===== src/rtl/dvi_stream_pkg.sv =====
package dvi_stream_pkg;

  typedef enum logic [1:0] {
    KIND_VISIBLE = 2'd0,
    KIND_BLANK   = 2'd1,
    KIND_VSYNC   = 2'd2
  } lineKind_e;

  // Strobes from the sequencer to the shift datapath
  typedef struct packed {
    logic load;
  } strobe_t;

endpackage


===== src/rtl/dvi_stream_lane.sv =====
module dvi_stream_lane #(
  parameter int WIDTH = 10
) (
  input  logic             clk,
  input  logic             rstN,
  input  logic             load,
  input  logic [WIDTH-1:0] symIn,
  output logic             bitOut
);

  logic [WIDTH-1:0] shReg;

  always_ff @(posedge clk or negedge rstN) begin
    if (!rstN) begin
      shReg <= '0;
    end else if (load) begin
      shReg <= symIn;
    end else begin
      shReg <= {1'b0, shReg[WIDTH-1:1]};
    end
  end

  assign bitOut = shReg[0];

endmodule


===== src/rtl/dvi_stream_datapath.sv =====
module dvi_stream_datapath
  import dvi_stream_pkg::*;
#(
  parameter int SYM_BITS = 10
) (
  input  logic                clk,
  input  logic                rstN,
  input  strobe_t             strobe,
  input  logic [SYM_BITS-1:0] symRed,
  input  logic [SYM_BITS-1:0] symGrn,
  input  logic [SYM_BITS-1:0] symBlu,
  output logic [7:0]          laneOut
);

  localparam int LANES = 4;
  // Ones in the low half: high during the first half of each symbol period
  localparam logic [SYM_BITS-1:0] CLK_PAT = SYM_BITS'((1 << (SYM_BITS / 2)) - 1);

  // Lane 0 is the link clock, then blue, green, red, toward the MSB
  logic [LANES*SYM_BITS-1:0] laneSyms;
  logic [LANES-1:0]          plusBits;

  assign laneSyms = {symRed, symGrn, symBlu, CLK_PAT};

  for (genvar k = 0; k < LANES; k++) begin : g_lane
    dvi_stream_lane #(.WIDTH(SYM_BITS)) i_lane (
      .clk    (clk),
      .rstN   (rstN),
      .load   (strobe.load),
      .symIn  (laneSyms[k*SYM_BITS +: SYM_BITS]),
      .bitOut (plusBits[k])
    );
    assign laneOut[2*k+1] = plusBits[k];
    assign laneOut[2*k]   = ~plusBits[k];
  end

endmodule


===== src/rtl/dvi_stream_ctrl.sv =====
module dvi_stream_ctrl
  import dvi_stream_pkg::*;
#(
  parameter int SYM_BITS = 10,
  parameter int H_TOTAL  = 800,
  parameter int V_ACTIVE = 480,
  parameter int V_FRONT  = 10,
  parameter int V_SYNC   = 2,
  parameter int V_BACK   = 33,
  parameter int PIX_W    = $clog2(H_TOTAL),
  parameter int LINE_W   = $clog2(V_ACTIVE + V_FRONT + V_SYNC + V_BACK)
) (
  input  logic              clk,
  input  logic              rstN,
  output strobe_t           strobe,
  output logic [PIX_W-1:0]  pixelIdx,
  output logic [LINE_W-1:0] lineIdx,
  output lineKind_e         lineKind
);

  localparam int BIT_W   = $clog2(SYM_BITS);
  localparam int V_TOTAL = V_ACTIVE + V_FRONT + V_SYNC + V_BACK;

  localparam logic [BIT_W-1:0]  LAST_BIT   = BIT_W'(SYM_BITS - 1);
  localparam logic [PIX_W-1:0]  LAST_PIX   = PIX_W'(H_TOTAL - 1);
  localparam logic [LINE_W-1:0] LAST_LINE  = LINE_W'(V_TOTAL - 1);
  localparam logic [LINE_W-1:0] FRONT_BEG  = LINE_W'(V_ACTIVE);
  localparam logic [LINE_W-1:0] SYNC_BEG   = LINE_W'(V_ACTIVE + V_FRONT);
  localparam logic [LINE_W-1:0] SYNC_END   = LINE_W'(V_ACTIVE + V_FRONT + V_SYNC);

  logic [BIT_W-1:0] bitIdx;

  // Starts at the last bit so the first cycle out of reset is a load cycle
  always_ff @(posedge clk or negedge rstN) begin
    if (!rstN) begin
      bitIdx <= LAST_BIT;
    end else if (bitIdx == LAST_BIT) begin
      bitIdx <= '0;
    end else begin
      bitIdx <= bitIdx + 1'b1;
    end
  end

  assign strobe.load = (bitIdx == LAST_BIT);

  always_ff @(posedge clk or negedge rstN) begin
    if (!rstN) begin
      pixelIdx <= '0;
      lineIdx  <= '0;
    end else if (strobe.load) begin
      if (pixelIdx == LAST_PIX) begin
        pixelIdx <= '0;
        lineIdx  <= (lineIdx == LAST_LINE) ? '0 : lineIdx + 1'b1;
      end else begin
        pixelIdx <= pixelIdx + 1'b1;
      end
    end
  end

  always_comb begin
    if (lineIdx < FRONT_BEG) begin
      lineKind = KIND_VISIBLE;
    end else if (lineIdx < SYNC_BEG) begin
      lineKind = KIND_BLANK;
    end else if (lineIdx < SYNC_END) begin
      lineKind = KIND_VSYNC;
    end else begin
      lineKind = KIND_BLANK;
    end
  end

endmodule


===== src/rtl/dvi_line_serializer.sv =====
module dvi_line_serializer
  import dvi_stream_pkg::*;
#(
  parameter int SYM_BITS = 10,
  parameter int H_TOTAL  = 800,
  parameter int V_ACTIVE = 480,
  parameter int V_FRONT  = 10,
  parameter int V_SYNC   = 2,
  parameter int V_BACK   = 33,
  localparam int PIX_W   = $clog2(H_TOTAL),
  localparam int LINE_W  = $clog2(V_ACTIVE + V_FRONT + V_SYNC + V_BACK)
) (
  input  logic                clk,
  input  logic                rstN,
  input  logic [SYM_BITS-1:0] symRed,
  input  logic [SYM_BITS-1:0] symGrn,
  input  logic [SYM_BITS-1:0] symBlu,
  output logic                symLoad,
  output logic [PIX_W-1:0]    pixelIdx,
  output logic [LINE_W-1:0]   lineIdx,
  output logic [1:0]          lineKind,
  output logic [7:0]          laneOut
);

  strobe_t   strobe;
  lineKind_e kindEnum;

  dvi_stream_ctrl #(
    .SYM_BITS (SYM_BITS),
    .H_TOTAL  (H_TOTAL),
    .V_ACTIVE (V_ACTIVE),
    .V_FRONT  (V_FRONT),
    .V_SYNC   (V_SYNC),
    .V_BACK   (V_BACK),
    .PIX_W    (PIX_W),
    .LINE_W   (LINE_W)
  ) i_ctrl (
    .clk      (clk),
    .rstN     (rstN),
    .strobe   (strobe),
    .pixelIdx (pixelIdx),
    .lineIdx  (lineIdx),
    .lineKind (kindEnum)
  );

  dvi_stream_datapath #(.SYM_BITS(SYM_BITS)) i_datapath (
    .clk     (clk),
    .rstN    (rstN),
    .strobe  (strobe),
    .symRed  (symRed),
    .symGrn  (symGrn),
    .symBlu  (symBlu),
    .laneOut (laneOut)
  );

  assign symLoad  = strobe.load;
  assign lineKind = kindEnum;

endmodule


===== config.mk =====
export PLATFORM = sky130hd
export DESIGN_NAME = dvi_line_serializer
export DESIGN_NICKNAME = d
export VERILOG_FILES = /design/src/rtl/dvi_stream_pkg.sv /design/src/rtl/dvi_stream_lane.sv /design/src/rtl/dvi_stream_datapath.sv /design/src/rtl/dvi_stream_ctrl.sv /design/src/rtl/dvi_line_serializer.sv
export SDC_FILE = /design/constraint.sdc
export NUM_CORES = 1
export LEC_CHECK = 0
export ABC_AREA = 1
export BUFFER_PORTS_ARGS = -buffer_cell sky130_fd_sc_hd__buf_4
export CAP_MARGIN = 40
export CORE_MARGIN = 2
export CORE_UTILIZATION = 35
export DETAILED_ROUTE_END_ITERATION = 10
export SETUP_SLACK_MARGIN = 0.05
export SKIP_CTS_REPAIR_TIMING = 1
export SYNTH_ARGS = -nofsm -noshare
export SYNTH_HDL_FRONTEND = slang
export SYNTH_SLANG_ARGS = --single-unit
export TNS_END_PERCENT = 20

===== constraint.sdc =====
create_clock -name clk -period 1.69 [get_ports clk]
set_input_delay 0.0845 -clock clk [delete_from_list [all_inputs] [get_ports clk]]
set_output_delay 0.0845 -clock clk [all_outputs]
set_load 0.02 [all_outputs]

Yosys cells after proc, flatten, opt, wreduce, memory -nomap -nowiden
Cells that the tools add are included.

Bitwise logic cells: 4. Reductions and logical operators: 1. Equality and inequality tests: 3. Add/sub/neg operators: 3. $lt $le $gt $ge: 3. Muxes and demuxes: 10.

Operators with widths (count): $mux 10 (5); $lt 10x9->1 const B (3); $add 10x1->10 const B (2); $eq 10x10->1 const B (2); $mux 2 (3); $mux 5 (1); $add 4x1->4 const B (1); $eq 4x4->1 const B (1); $mux 4 (1); $not 1->1 (4); $reduce_and 2->1 (1).

Input bits: 32. Flip-flop bits (word level): 59. Logic and storage cells: 31. Output and inout bits: 31.

Logic depth before layout (Yosys ltp)
Depth in word-level cells: 4. Gate-level depth with buffers: 8. Gate-level depth less buffers: 8.

Hierarchy
A second synthesis with hierarchy kept.

Cell total of the unflattened synthesis: 360. Area, all modules: 2970.3 um^2.

By module, submodules not included: dvi_stream_lane (cells an instance 41, instances 4, area an instance 374.1 um^2, sequential area each 250.2 um^2); dvi_stream_ctrl (cells an instance 190, instances 1, area an instance 1451.4 um^2, sequential area each 603.1 um^2); dvi_stream_datapath (cells an instance 6, instances 1, area an instance 22.5 um^2, sequential area each 0.0 um^2).

Worst setup path before layout
OpenSTA, ideal clock, no wires.

Path kind: reg2reg. Start point: register i_ctrl.pixelIdx[1]. End point: register i_ctrl.lineIdx[4]. Setup time: 0.123 ns. Setup slack: 0.293 ns. Data arrival time: 1.274 ns. Clock period less this slack: 1.397 ns. Cell stages (with the launch flop): 8. Buffers on the path: 1. Required time: 1.567 ns. Cell sequence: dfrtp_1 -> ha_1 -> nand2_1 -> nor2_4 -> nand3_4 -> buf_6 -> nand2_1 -> o21ai_1.

Cells in the longest elaborated chain, start to end: 2.

Ends and longest elaborated chain: start, declared (RTL line dvi_stream_ctrl.sv:16) `output logic [PIX_W-1:0] pixelIdx,`; start signal, assigned (RTL line dvi_stream_ctrl.sv:55) `pixelIdx <= pixelIdx + 1'b1;`; $eq 10x10->1 (RTL line dvi_stream_ctrl.sv:51) `if (pixelIdx == LAST_PIX) begin`; $reduce_and 2->1 (no line); end signal, assigned (RTL line dvi_stream_ctrl.sv:53) `lineIdx <= (lineIdx == LAST_LINE) ? '0 : lineIdx + 1'b1;`; end, declared (RTL line dvi_stream_ctrl.sv:17) `output logic [LINE_W-1:0] lineIdx,`.

Every way passes these cells. A chain may end at the register's enable or synchronous reset.

Worst setup path after layout
Start point: register i_ctrl.bitIdx[0]. End point: output symLoad.

Cells in the longest elaborated chain, start to end: 1.

Ends and longest elaborated chain: start, declared (RTL line dvi_stream_ctrl.sv:31) `logic [BIT_W-1:0] bitIdx;`; start signal, assigned (RTL line dvi_stream_ctrl.sv:40) `bitIdx <= bitIdx + 1'b1;`; $eq 4x4->1 (RTL line dvi_stream_ctrl.sv:44) `assign strobe.load = (bitIdx == LAST_BIT);`; end, declared (RTL line dvi_line_serializer.sv:18) `output logic symLoad,`.

Every way passes these cells.

==> out/results.ini <==
[sta]
skew_ns=0.00638
relSlewSlack=0.515
hold_viol=0
rsz0062_at_grt=yes
period_needed_ns=1.57
setup_viol=0
setup_tns_ns=0
min_period_over_period=0.928
worstMarginPinSlew_ns=0.728
finalMaxSlewViolations=0
fmax_ghz=0.637
setup_ws_ns=0.121

[yosys]
ys_seq_area_frac=0.543
syn_inst=328
synthFlopType=dfrtp_1
ys_seq_elements=59
yosysMostFrequentCell=nand2_1
synth_area_leaders=dfrtp_1 (52%), nand2_1 (19%), nand3_1 (4.2%)
synth_common_cells=nand2_1 (141), dfrtp_1 (57), inv_1 (27)
synth_area_mm2=0.00273
synthArstFlopShare=1.00
synth_compound_area_frac=0.0230
ys_warn_count=0
synth-simple-area-share=0.324
syn_nets=363
synthMuxAreaShare=0
synthDistinctLibCells=27
synth.largest_area_cell=dfrtp_1
yosys.area_share.adder=0.0138
synth_top_family_by_area=simple AND/OR/NAND/NOR gates
syn-mean-instance-area_um2=8.31
yosysTopAreaCellShare=0.523
synth_edf_count=0
synth-xor-area-share=0.0225

[route]
drc=0
wirelength_um=5810
via_per_inst=4.35
wl_met3_um=195
firstDrtPassIters=4
vias=2342
wl_per_cell_um=10.8
routed.top_layer=met4
drt_iter0_markers=57
drtAntennaViolNets=0
wl_met2_um=2870
wl_met1_um=2690

[global_routing]
antenna_found_initial=0
grt_pass1_wl_um=9540
globalRouteOverflowTotal=0
track_usage=0.138
grt_pass1_vias=2260
grt_max_degree=60

[power]
vdd_ir_drop_max_uv=386
swShare=0.210
cellPowerDensity_mw_per_mm2=751
power_mw=2.90
cellLeakagePower_nw=2.07
switchingPower_uw=610
seqPwrFrac=0.490
power_frac_comb=0.066
p_int_mw=2.29
clkPwrFrac=0.444

[clock_tree]
cts_buffers=9
insertion_delay_ns=0.32
cts.sink_count=59
cts_tree=yes
ctsRootBufferMaster=clkbuf_8
path_clk_slew_ns=0.07
cts.path.max_buffers=2
htreeDepth=3

[critical_path]
critical-path-top-delay-family=flip-flops
crit_arrival_ns=1.48
critPathSlowestCell=dfstp_2
path_class=reg -> out
max_stage_delay_ns=0.56
cp-end-kind=output pin
crit_buf_inv=2
crit_path_max_fanout=11
cp.required_ns=1.61
path_cells=nand2_1 -> nor2_4 -> buf_12 -> buf_4
startpoint_type=register

[die]
initial_core_util=0.356
die_x_um=92.2
core_area_mm2=0.00765
die-area_mm2=0.00851
core.rowCount=32
die_h_um=92.2
io_pins=63

[cells_and_area]
diodes=0
drive_gt1_frac=0.252
fillCellCount=736
final_core_util=0.505
layout.cells.non_filler=538
area_growth_pct=41.8
final_nets=466

[outcome]
outcome=completed

[placement]
preCtsSetupSlack_ns=0.249
dp_hpwl_um=3670
gp_congestion=0.775
placed_cells=482
portBuffers=62

[flow_run]
cap_violations=0

[hold_path]
hold_path.class=in -> async

==> per-stage QoR <==
stage	area, µm²	hold slack [ns]
2_1_floorplan	2730	-0.211
3_3_place_gp	3260	0.196
3_5_place_dp	3260	0.202
4_1_cts	3460	-0.153
5_1_grt	3860	0.444
6_report	3860	0.371
==> area by class of cell <==
| cell class | instances | area (µm²) | share of cell area |
|---|---|---|---|
| repair buffers | 104 | 888 | 0.230 |
| multi-input cells | 227 | 1050 | 0.272 |
| clock buffers | 12 | 155 | 0.0401 |
| flip-flops and latches | 59 | 1480 | 0.383 |
| well taps | 102 | 128 | 0.0330 |
| inverters | 30 | 113 | 0.0291 |
| clock inverters | 4 | 48.8 | 0.0126 |
==> metal layers <==
layer | up-vias | GRT usage
met5 | - | 0
met4 | 0 | 0.0522
met3 | 6 | 0.0247
met2 | 37 | 0.245
met1 | 1092 | 0.166
li1 | 1207 | -
==> power groups by stage <==
stage          clock, mW  combinational, mW  sequential [mW]
2_1_floorplan          0             0.0438             1.45
3_3_place_gp           0              0.136             1.45
3_5_place_dp           0              0.137             1.45
4_1_cts             1.33              0.137             1.42
5_1_grt             1.40              0.216             1.42
6_report            1.29              0.192             1.42
==> worst reg2reg max path, cell delays in order, from the launching register on <==
cell and delay, ns:
dfstp_2 0.56, nand2_1 0.10, nor2_4 0.21, buf_4 0.15, nand2_1 0.11, nor3_1 0.18, nor2_1 0.07
==> cells in the final DEF (no fill, tap or decap), types with 2 or more instances in the layout <==
cell type and n:
nand2_1 141, buf_4 71, dfrtp_1 55, dlygate4sd3_1 31, inv_1 27, nand3_1 23, nor2_1 19, clkbuf_8 11
o21ai_0 6, or2_2 4, xnor2_1 4, inv_2 3, nor2_4 3, nor2_2 3, xor2_1 3, nand4_1 3
nor3_1 3, o21ai_1 3, ha_1 3, nand2_2 2, a21oi_1 2, clkinv_2 2, dfstp_2 2, dfrtp_2 2
==> cell families after synthesis <==
| kind of cell | count (synthesis) |
|---|---|
| AOI/OAI and AO/OA | 12 |
| xor gates and xnor gates | 7 |
| adders and majority gates | 3 |
| buffers and inverters | 42 |
| DFF | 59 |
| and+or+nand+nor | 205 |
==> flip-flops by register name, indices dropped and copies added (netlist names) <==
name,count
i_datapath.g_lane.i_lane.shReg,35
i_ctrl.lineIdx,10
i_ctrl.pixelIdx,10
i_ctrl.bitIdx,4
==> final timing paths <==
check	from	end	slack, ns	cells past startpoint
max reg2reg	i_ctrl.bitIdx[0]$_DFF_PN1_	i_ctrl.pixelIdx[5]$_DFFE_PN0P_	0.21	6
max in group asynchronous	rstN	i_ctrl.lineIdx[6]$_DFFE_PN0P_	0.79	2
min	rstN	i_datapath.g_lane[2].i_lane.shReg[7]$_DFF_PN0_	0.37	2
max	i_ctrl.bitIdx[0]$_DFF_PN1_	symLoad	0.12	4
min reg2reg	i_datapath.g_lane[0].i_lane.shReg[4]$_DFF_PN0_	i_datapath.g_lane[0].i_lane.shReg[3]$_DFF_PN0_	0.43	1
min in group clk	i_datapath.g_lane[0].i_lane.shReg[4]$_DFF_PN0_	i_datapath.g_lane[0].i_lane.shReg[3]$_DFF_PN0_	0.43	1
(Power assumes the default switching activity.)
